$ cat config.mk
export PLATFORM = sky130hd
export DESIGN_NAME = i2c_slave_rx
export DESIGN_NICKNAME = d
export VERILOG_FILES = /design/src/rtl/i2c_slave_rx.sv
export SDC_FILE = /design/constraint.sdc
export NUM_CORES = 1
export LEC_CHECK = 0
export BUFFER_PORTS_ARGS = -buffer_cell sky130_fd_sc_hd__buf_2
export CORE_ASPECT_RATIO = 2
export CORE_MARGIN = 2
export CORE_UTILIZATION = 30
export CTS_CLUSTER_DIAMETER = 30
export DETAILED_ROUTE_END_ITERATION = 16
export SLEW_MARGIN = 10
export SYNTH_ARGS = -nofsm -noshare
export SYNTH_HDL_FRONTEND = slang
export SYNTH_SLANG_ARGS = --single-unit
$ cat constraint.sdc
create_clock -name clk -period 2.71 [get_ports clk]
set_clock_uncertainty 0.2 [all_clocks]
set_input_delay 0.813 -clock clk [delete_from_list [all_inputs] [get_ports clk]]
set_output_delay 0.813 -clock clk [all_outputs]
set_load 0.05 [all_outputs]
$ cat src/rtl/i2c_slave_rx.sv
module i2c_slave_rx #(
  parameter int SYNC_STAGES = 2,
  parameter int DW = 8
) (
  input  logic          clk,
  input  logic          rst_n,
  input  logic [DW-2:0] own_addr,
  input  logic          scl_in,
  input  logic          sda_in,
  input  logic          rd_strobe,
  output logic          scl_drive_low,
  output logic          sda_drive_low,
  output logic [DW-1:0] rd_data,
  output logic          rx_ready,
  output logic          acc_active,
  output logic          dir_read,
  output logic          clk_wait,
  output logic          xfer_done
);
  localparam int CW = $clog2(DW + 1);

  typedef enum logic [2:0] {IDLE, ADDR, AACK, DATA, STALL, DACK, SKIP} st_t;
  st_t st;

  logic [SYNC_STAGES:0] scl_sh, sda_sh;
  logic [DW-1:0] shreg, hold;
  logic [CW-1:0] cnt;

  always_ff @(posedge clk or negedge rst_n)
    if (!rst_n) begin
      scl_sh <= '1;
      sda_sh <= '1;
    end else begin
      scl_sh <= {scl_sh[SYNC_STAGES-1:0], scl_in};
      sda_sh <= {sda_sh[SYNC_STAGES-1:0], sda_in};
    end

  wire scl_s = scl_sh[SYNC_STAGES-1];
  wire scl_p = scl_sh[SYNC_STAGES];
  wire sda_s = sda_sh[SYNC_STAGES-1];
  wire sda_p = sda_sh[SYNC_STAGES];
  wire scl_rise = scl_s & ~scl_p;
  wire scl_fall = ~scl_s & scl_p;
  wire start_c = scl_s & scl_p & sda_p & ~sda_s;
  wire stop_c = scl_s & scl_p & ~sda_p & sda_s;
  wire byte_in = scl_fall && (cnt == CW'(DW));
  wire take_bit = scl_rise && (cnt < CW'(DW));

  assign rd_data = hold;
  assign clk_wait = scl_drive_low;

  always_ff @(posedge clk or negedge rst_n)
    if (!rst_n) begin
      st <= IDLE;
      cnt <= '0;
      shreg <= '0;
      hold <= '0;
      rx_ready <= 1'b0;
      acc_active <= 1'b0;
      dir_read <= 1'b0;
      xfer_done <= 1'b0;
      scl_drive_low <= 1'b0;
      sda_drive_low <= 1'b0;
    end else begin
      if (rd_strobe && rx_ready) rx_ready <= 1'b0;
      if (start_c) begin
        st <= ADDR;
        cnt <= '0;
        xfer_done <= 1'b0;
        scl_drive_low <= 1'b0;
        sda_drive_low <= 1'b0;
      end else if (stop_c) begin
        st <= IDLE;
        if (acc_active) xfer_done <= 1'b1;
        acc_active <= 1'b0;
        scl_drive_low <= 1'b0;
        sda_drive_low <= 1'b0;
      end else begin
        if ((st == ADDR || st == DATA) && take_bit) begin
          shreg <= {shreg[DW-2:0], sda_s};
          cnt <= cnt + 1'b1;
        end
        case (st)
          ADDR:
            if (byte_in) begin
              if (shreg[DW-1:1] == own_addr) begin
                acc_active <= 1'b1;
                dir_read <= shreg[0];
                sda_drive_low <= 1'b1;
                st <= AACK;
              end else begin
                if (acc_active) xfer_done <= 1'b1;
                acc_active <= 1'b0;
                st <= IDLE;
              end
            end
          AACK, DACK:
            if (scl_fall) begin
              sda_drive_low <= 1'b0;
              cnt <= '0;
              st <= (st == AACK && dir_read) ? SKIP : DATA;
            end
          DATA:
            if (byte_in) begin
              sda_drive_low <= 1'b1;
              if (!rx_ready || rd_strobe) begin
                hold <= shreg;
                rx_ready <= 1'b1;
                st <= DACK;
              end else begin
                scl_drive_low <= 1'b1;
                st <= STALL;
              end
            end
          STALL:
            if (rd_strobe) begin
              hold <= shreg;
              rx_ready <= 1'b1;
              scl_drive_low <= 1'b0;
              st <= DACK;
            end
          default: ;
        endcase
      end
    end
endmodule

* After elaboration in Yosys (flattened, before gate mapping)
Index checks and enable logic that the tools add are counted.
** Storage, ports and cells
- Register bits after elaboration :: 35
- Input port bits :: 12
- Output and inout port bits :: 15
- Logic and storage cells :: 119
** Operators by class
- $add $sub $neg :: 1
- $lt $le $gt $ge :: 1
- Eq/ne operators :: 18
- Muxes and demuxes :: 49
- Bitwise operators :: 13
- Reductions and logical operators :: 25
** Operators with widths (number)
- 2-to-1 mux 1 bit :: 28
- 2-to-1 mux 8 bit :: 3
- 2-to-1 mux 3 bit :: 7
- 2-to-1 mux 4 bit :: 5
- inequality test 4 bit (second input constant) :: 5
- one-hot mux 8 bit (2 select lines) :: 1
- AND reduction 5 bit :: 3
- one-hot mux 3 bit (4 select lines) :: 1
- AND reduction 3 bit :: 3
- bitwise AND 1 bit :: 7
- equality test 7 bit :: 1
- equality test 3 x 2 -> 1 bit (second input constant) :: 2
- equality test 3 bit (second input constant) :: 2
- inequality test 2 bit (second input constant) :: 3
- NOT 1 bit :: 6
- AND reduction 6 bit :: 1
- nonzero test 2 bit :: 3
- nonzero test 3 bit :: 2
- nonzero test 6 bit :: 1
- logical AND 1 bit :: 5
- nonzero test 5 bit :: 1
- adder 4 x 1 -> 4 bit (second input constant) :: 1
- equality test 4 bit (second input constant) :: 1
- less-than comparator 4 bit (second input constant) :: 1
- 12 further kinds :: 14

* Longest topological paths before layout
Gate-level depths: netlist (run 1).
- Depth in word-level cells :: 9
- Mapped depth :: 6
- Depth with buffers taken out :: 6

* Worst setup path before layout (run 1)
OpenSTA, ideal clock, no wires.
- Path type :: input port to flip-flop
- Start point :: input own_addr[5]
- End point :: register dir_read
- Setup time :: 0.125 ns
- Arrival time :: 1.811 ns
- Data required time :: 2.385 ns
- Setup slack :: 0.574 ns
- Stages :: 4
- Path buffers :: 0
- Cells stage by stage :: xor2_1 -> nor4_1 -> nand4b_1 -> mux2_2
** Between the ends
- Word-level cells in the longest chain between the ends :: 2
** RTL lines
- from (decl) :: line 7 : input logic [DW-2:0] own_addr,
- equality test 7 bit :: line 86 : if (shreg[DW-1:1] == own_addr) begin
- AND reduction 5 bit (no line)
- to (signal assigned) :: line 88 : dir_read <= shreg[0];
- to (decl) :: line 16 : output logic dir_read,
No other way between the ends.
A chain may end at the register's enable or synchronous reset.

* Worst setup path in the final report (run 1)
- Start point :: register cnt[0]
- End point :: register hold[0], in the netlist rd_data[0]
** Between the ends
- Word-level cells in the longest chain between the ends :: 4
** RTL lines
- from (decl) :: line 27 : logic [CW-1:0] cnt;
- from (signal assigned) :: line 81 : cnt <= cnt + 1'b1;
- equality test 4 bit :: line 46 : wire byte_in = scl_fall && (cnt == CW'(DW));
- logical AND 1 bit :: line 46
- inequality test 2 bit (no line)
- AND reduction 6 bit (no line)
- to (signal assigned) :: line 107 : hold <= shreg;
- to (signal assigned) :: line 117 : hold <= shreg;
- to (decl) :: line 26 : logic [DW-1:0] shreg, hold;
No other way between the ends.

==> results of run 1 <==
stage by stage:
step / instances / total power [mW] / util, % / hold WS [ps] / setup WS [ps]
finish: 229 / 1.58 / 36.7 / 148 / 551
global placement: 221 / 1.18 / 34.9 / 146 / 349
floorplan: 136 / 1.05 / - / 145 / 574
CTS: 229 / 1.60 / 36.7 / 154 / 517
global route: 229 / 1.69 / 36.7 / 153 / 366
detailed placement: 221 / 1.19 / 34.9 / 147 / 349
layer usage:
metal	global-route usage [%]	up-vias	share of wire (%)
met4	6.48	0	2.0
met2	25.7	26	59
met1	13.0	573	35
met3	2.35	6	3.1
met5	0	-	0
li1	-	555	-
cell type report:
cell class,instances,area share (%)
inverters,4,0.754
repair buffers,32,8.79
clock buffers,8,5.03
multi-input cells,90,37.3
well taps,60,3.77
flip-flops and latches,35,44.3
worst paths after layout:
check	startpoint	to	depth (start not counted)
worst max-delay path	cnt[0]	rd_data[0]	6
worst min-delay path	scl_sh[0]	scl_sh[1]	0
worst max register to register	cnt[0]	rd_data[0]	6
worst min register to register	scl_sh[0]	scl_sh[1]	0
max in group asynchronous	rst_n	rd_data[0]	1
min in group asynchronous	rst_n	shreg[5]	1
worst max-delay path: cells and delay by family, from the launching register on:
family | cells | cell delay, ps
AO/OA/AOI/OAI | 1 | 160
AND/OR/NAND/NOR | 2 | 630
flip-flops | 1 | 420
buffers and inverters | 1 | 70
multiplexers | 1 | 390
adder cells (fa/ha/maj) | 1 | 160
power by group through the flow:
stage	Combinational [mW]	Clock, mW	Sequential [mW]
3_5_place_dp	0.413	0	0.773
2_1_floorplan	0.261	0	0.790
5_1_grt	0.456	0.449	0.781
3_3_place_gp	0.406	0	0.772
4_1_cts	0.415	0.424	0.763
6_report	0.409	0.413	0.759
flip-flops by register name, indices dropped and copies added, names as in the netlist:
signal         cells
xfer_done          1
shreg              8
st                 3
rx_ready           1
sda_drive_low      1
rd_data            8
scl_sh             3
acc_active         1
sda_sh             3
clk_wait           1
cnt                4
dir_read           1
cells by family (layout without fill, tap and decap cells):
kind of cell               after synthesis  in the layout  share of synthesized area, %
AOI/OAI and AO/OA                       26             26                          11.7
xor gates and xnor gates                 7              7                          3.65
adders and majority gates                2              2                          1.49
buffers and inverters                   11             44                          3.13
DFF                                     35             35                          52.6
muxes                                   18             18                          12.1
and+or+nand+nor                         37             37                          15.4
Yosys cell counts (2+ instances only):
master    number  share of area [%]
dfstp_2        6                9.4
mux2_2        18                 12
nor2_1         2               0.45
nor4_1         2               0.75
inv_1          4               0.89
nand2_1        6                1.3
nand2b_1       4                1.5
or2_2          3                1.1
a211oi_1       5                2.2
a31oi_1        2               0.75
nor2b_1        2               0.75
buf_4          2               0.89
nand3b_1       3                1.3
xor2_1         7                3.7
a21oi_1        4                1.2
nor3_1         3               0.89
nand3_1        2               0.60
o21ai_0        2               0.60
buf_2          3               0.89
dfrtp_1       29                 43
ha_1           2                1.5
==> impl_metrics.csv, run 1 <==
group,metric,value,unit
drt,detail_route.wl_per_cell,15.9,um
layout,drive_gt1_share,42.6,%
drt,wl,3630,um
yosys,async_flop_share,100,%
floorplanning,start_util,31.0,%
clocking,h-tree-depth,2,
power_and_ir_drop,internal-power,1.05,mW
global_route,grt_usage,13.3,%
global_route,antenna_found_initial,0,
clocking,cts_setup_buffers,0,
placed_design,io_buffers,26,
clocking,post_cts_resized,0,
drt,postRouteAntennaNets,0,
hold_path,hp-class,"reg -> reg",
clocking,cts_buffer_depth,2,
yosys,synthCells,136,
yosys,syn_nets,150,
layout,layout-area-overhead-vs-synth,18.6,%
setup_path,r2r_slack,550,ps
power_and_ir_drop,power_frac_seq,48.0,%
placed_design,gp_congestion,0.723,
timing,fmax,0.463,GHz
layout,layout_common_cells,"29 x dfrtp_1, 26 x buf_2, 18 x mux2_2",
power_and_ir_drop,power_frac_clock,26.1,%
floorplanning,die_h,110,um
layout,multi_input_area,743,um^2
clocking,clkLatencyLatePin,290,ps
timing,worst_pin_slew,776,ps
floorplanning,die_w,56.9,um
layout,diodes,0,
placed_design,place_hpwl,2780,um
timing,fin_tns_setup,0,ps
yosys,yosys_warnings,0,
setup_path,cp_max_fo,8,
clocking,holdBufCountCts,0,
floorplanning,num_rows,38,
timing,maxSlewHeadroom,48.2,%
floorplanning,pin_count,27,
power_and_ir_drop,switching_share,33.7,%
global_route,grt-ovfl-total,0,
placed_design,place_area,1890,um^2
drt,drc_errors,0,
drt,drt_pass1_iterations,4,
yosys,ys_seq_area_share,52.6,%
layout,mostFrequentLayoutCell,"dfrtp_1",
timing,finalCriticalPeriod,2160,ps
yosys,synth.distinct_cells,46,
timing,post-route-period-util,79.7,%
timing,finalMaxSlewViolations,0,
power_and_ir_drop,p_per_area,794,nW/um^2
setup_path,end_kind,"register",
clocking,cts_sinks,35,
yosys,synth_area_per_cell,12.3,um^2
yosys,synth_edf_count,0,
clocking,root_buffer,"clkbuf_8",
drt,num_vias,1160,
power_and_ir_drop,power_leakage,0.931,nW
floorplanning,core-area,5420,um^2
setup_path,cp_slowest_stage_delay,420,ps
run_status,status,"completed",
flow_run,max-cap-violations,0,
layout,final_cell_area,1990,um^2
setup_path,cp-start-kind,"register",
setup_path,arrival,2120,ps
floorplanning,die_area,6250,um^2
power_and_ir_drop,ir_drop,0.708,mV
power_and_ir_drop,p_sw,0.534,mW
power_and_ir_drop,pwr-share-comb,25.9,%
clocking,cts_tree,"yes",
timing,setup_viol,0,
drt,dr.first_iter.drc_count,16,
yosys,synthFlopType,"dfrtp_1",
global_route,grt_pass1_wl,6240,um
setup_path,path_cells,"inv_1 -> ha_1 -> and3b_2 -> a41oi_2 -> nor3_4 -> mux2_2",
timing,hold_viol_final,0,
clocking,numCtsBuffers,5,
layout,fin_nets,182,
timing,grt_setup_unrepaired,"false",
setup_path,crit_required,2670,ps
setup_path,setup.worst_path.class,"reg -> reg",
layout,ff_latch_area,883,um^2
yosys,syn_area,1680,um^2
global_route,first_global_vias,1242,
yosys,ys_seq_elements,35,
clocking,cts.clk_slew.worst_paths,70,ps
layout,n_fill_cell,572,
setup_path,crit_slowest_cell,"dfrtp_1",
drt,vias_per_cell,5.07,
global_route,grt_max_degree,36,
Power figures use the tool's default switching activity.
==> run 2, diff against run 1 <==
--- a/config.mk
+++ b/config.mk
@@ -5,6 +5,7 @@
 export SDC_FILE = /design/constraint.sdc
 export NUM_CORES = 1
 export LEC_CHECK = 0
+export ABC_AREA = 1
 export BUFFER_PORTS_ARGS = -buffer_cell sky130_fd_sc_hd__buf_2
 export CORE_ASPECT_RATIO = 2
 export CORE_MARGIN = 2
==> constraint.sdc (replaced) <==
create_clock -name clk -period 1.9 [get_ports clk]
set_clock_uncertainty 0.2 [all_clocks]
set_input_delay 0.57 -clock clk [delete_from_list [all_inputs] [get_ports clk]]
set_output_delay 0.57 -clock clk [all_outputs]
set_load 0.05 [all_outputs]
==> run 2 against run 1 <==
  * Global-route usage is 0.21 points lower
  * Core utilization increased by 2.3 points
  * Via count is 41% higher
  * Non-clock buffer count grew 6
  * Die area grew 16%
  * Worst setup slack worse by 480 ps
  * Total power is 78% higher
  * Sequential share of layout area down 8.4 points
  * First-iteration DRC count grew to 3.8 times the previous value
  * Cell count is 59% higher
  * Hold slack worse by 35 ps
  * Critical path depth increased by 3
  * Critical path type unchanged
  * Largest power group unchanged
==> impl_metrics.csv, run 2 <==
group,metric,value,unit
run_status,status,"completed",
clocking,numCtsBuffers,5,
floorplanning,die_w,61.1,um
global_route,grt_pass1_wl,7120,um
setup_path,cp-start-kind,"register",
timing,finalMaxSlewViolations,0,
floorplanning,pin_count,27,
setup_path,end_kind,"register",
hold_path,hp-class,"in -> async",
clocking,cts_tree,"yes",
yosys,synth_edf_count,0,
yosys,yosysMostFrequentCell,"nand2_1",
setup_path,r2r_end,"st[0]",
placed_design,place_hpwl,3200,um
global_route,antenna_found_initial,0,
clocking,cts.clk_slew.worst_paths,60,ps
layout,final_cell_area,2460,um^2
setup_path,setup.worst_path.class,"reg -> reg",
floorplanning,die_h,118,um
layout,fin_nets,292,
setup_path,startpoint,"scl_sh[1]",
timing,hold_viol_final,0,
yosys,yosys_warnings,0,
timing,maxSlewHeadroom,70.1,%
layout,diodes,0,
placed_design,place_area,2190,um^2
drt,postRouteAntennaNets,0,
drt,num_vias,1634,
clocking,cts_sinks,35,
yosys,synthTopCellsByArea,"dfrtp_1 37%, nand2_1 14%, dfstp_2 8.1%, inv_1 5.4%, o21ai_2 4.0%",
yosys,synth_area_per_cell,8.26,um^2
setup_path,crit_required,1870,ps
clocking,h-tree-depth,2,
setup_path,cp_max_fo,12,
timing,fmax,0.545,GHz
timing,finalCriticalPeriod,1830,ps
timing,post-route-period-util,96.5,%
global_route,grt-ovfl-total,0,
clocking,root_buffer,"clkbuf_16",
yosys,synthTopCellsByCount,"72 x nand2_1, 29 x dfrtp_1, 28 x inv_1, 16 x nor2_1, 14 x o21ai_0",
power_and_ir_drop,power,2.81,mW
drt,wl,4350,um
layout,mostFrequentLayoutCell,"nand2_1",
yosys,synth.distinct_cells,28,
drt,vias_per_cell,4.48,
drt,detail_route.wl_per_cell,11.9,um
floorplanning,core-area,6310,um^2
setup_path,worstReg2RegStart,"scl_sh[1]",
clocking,clkLatencyLatePin,280,ps
drt,drc_errors,0,
floorplanning,start_util,31.0,%
layout,layout-area-overhead-vs-synth,25.8,%
power_and_ir_drop,ir_drop,0.537,mV
flow_run,max-cap-violations,0,
yosys,ys_seq_elements,35,
layout,drive_gt1_share,35.8,%
placed_design,io_buffers,26,
drt,drt_pass1_iterations,4,
global_route,grt_max_degree,36,
yosys,synth.largest_area_cell,"dfrtp_1",
yosys,synthFlopType,"dfrtp_1",
timing,worst_pin_slew,449,ps
global_route,first_global_vias,1573,
setup_path,r2r_slack,70,ps
global_route,grt_usage,13.0,%
yosys,syn_area,1960,um^2
setup_path,reg2reg_depth,9,
yosys,async_flop_share,100,%
clocking,cts_buffer_depth,2,
power_and_ir_drop,power_leakage,1.25,nW
timing,setup_viol,0,
drt,dr.first_iter.drc_count,60,
floorplanning,die_area,7220,um^2
yosys,syn_nets,251,
setup_path,arrival,1810,ps
yosys,ys_seq_area_share,45.1,%
yosys,synth.top_cell.area_share,37.1,%
yosys,synthCells,237,
layout,layout_common_cells,"70 x nand2_1, 28 x dfrtp_1, 26 x inv_1, 26 x buf_2",
floorplanning,num_rows,41,
power_and_ir_drop,p_per_area,1140,nW/um^2
placed_design,gp_congestion,0.842,
-- run 2: cell count changes after synthesis, moves of 5 or more --
cell	change
inv_2	+7
xor2_1	-6
o21ai_0	+12
nand2_1	+66
o21ai_2	+9
nand2_2	+5
inv_1	+24
nor2_1	+14
mux2_2	-18
a211oi_1	-5
nand3_1	+9
-- run 2: where the power goes --
| part | internal (mW) | switching [mW] | leakage, nW | total (mW) |
|---|---|---|---|---|
| Clock | 0.618 | 0.312 | 0.0838 | 0.930 |
| Sequential | 0.850 | 0.0981 | 0.459 | 0.948 |
| Combinational | 0.302 | 0.634 | 0.710 | 0.936 |
| Total | 1.77 | 1.04 | 1.25 | 2.81 |
-- run 2: how the worst max path moves through the flow --
stage,to,cells past startpoint,slack (ps)
2_1_floorplan,st[0],10,220
6_report,st[0],9,70
3_5_place_dp,dir_read,7,30
3_3_place_gp,dir_read,7,60
4_1_cts,st[1],9,40
5_1_grt,st[0],9,-20
-- run 2: metal layers --
metal | track usage [%] | part of all wire (%) | wire length (um)
met2 | 21.3 | 52 | 2280
met3 | 2.74 | 3.1 | 134
met5 | 0 | 0 | 0
met4 | 7.74 | 4.9 | 213
met1 | 14.7 | 40 | 1720
-- run 2: kinds of logic (layout without fill, tap and decap cells) --
group	Yosys count	after routing	synth area share [%]
compound gates	31	31	10.2
xor+xnor	2	2	0.895
flops	35	35	45.1
buf+inv	41	82	9.34
fa+ha+maj	2	2	1.28
simple gates	126	127	33.1
-- run 2: layout make-up --
cell class                 instances  area (um^2)
clock buffer                       5          125
sequential                        35          885
tap                               86          108
inverter                          36          140
timing repair buffer              38          220
multi-input combinational        162          940
fill                             644         3850
clock inverter                     3         43.8
-- run 2: what timing repair did --
item | in CTS | in global routing
hold buffers | 0 | 0
buffers inserted | 0 | 6
gates resized for setup | 0 | 12
setup endpoints to repair | 0 | 14
-- run 2: worst max-delay path: stages, from the launching register on --
cell	delay [ps]
dfstp_2	580
nand2_2	80
inv_2	90
nand2_4	80
nand2_8	110
inv_6	70
nand3_2	90
nand4_1	220
nand2_1	140
nand2_1	50
-- run 2: stage by stage --
step / hold slack (ps) / util, % / setup WS [ps] / cells / TNS, ps
floorplan: 74.4 / - / 222 / 237 / 0
global placement: 147 / 34.8 / 63.4 / 350 / 0
detailed placement: 147 / 34.8 / 32.2 / 350 / 0
CTS: 140 / 37.5 / 37.7 / 358 / 0
global route: 156 / 39.0 / -17.3 / 365 / -17.3
finish: 113 / 39.0 / 66.3 / 365 / 0
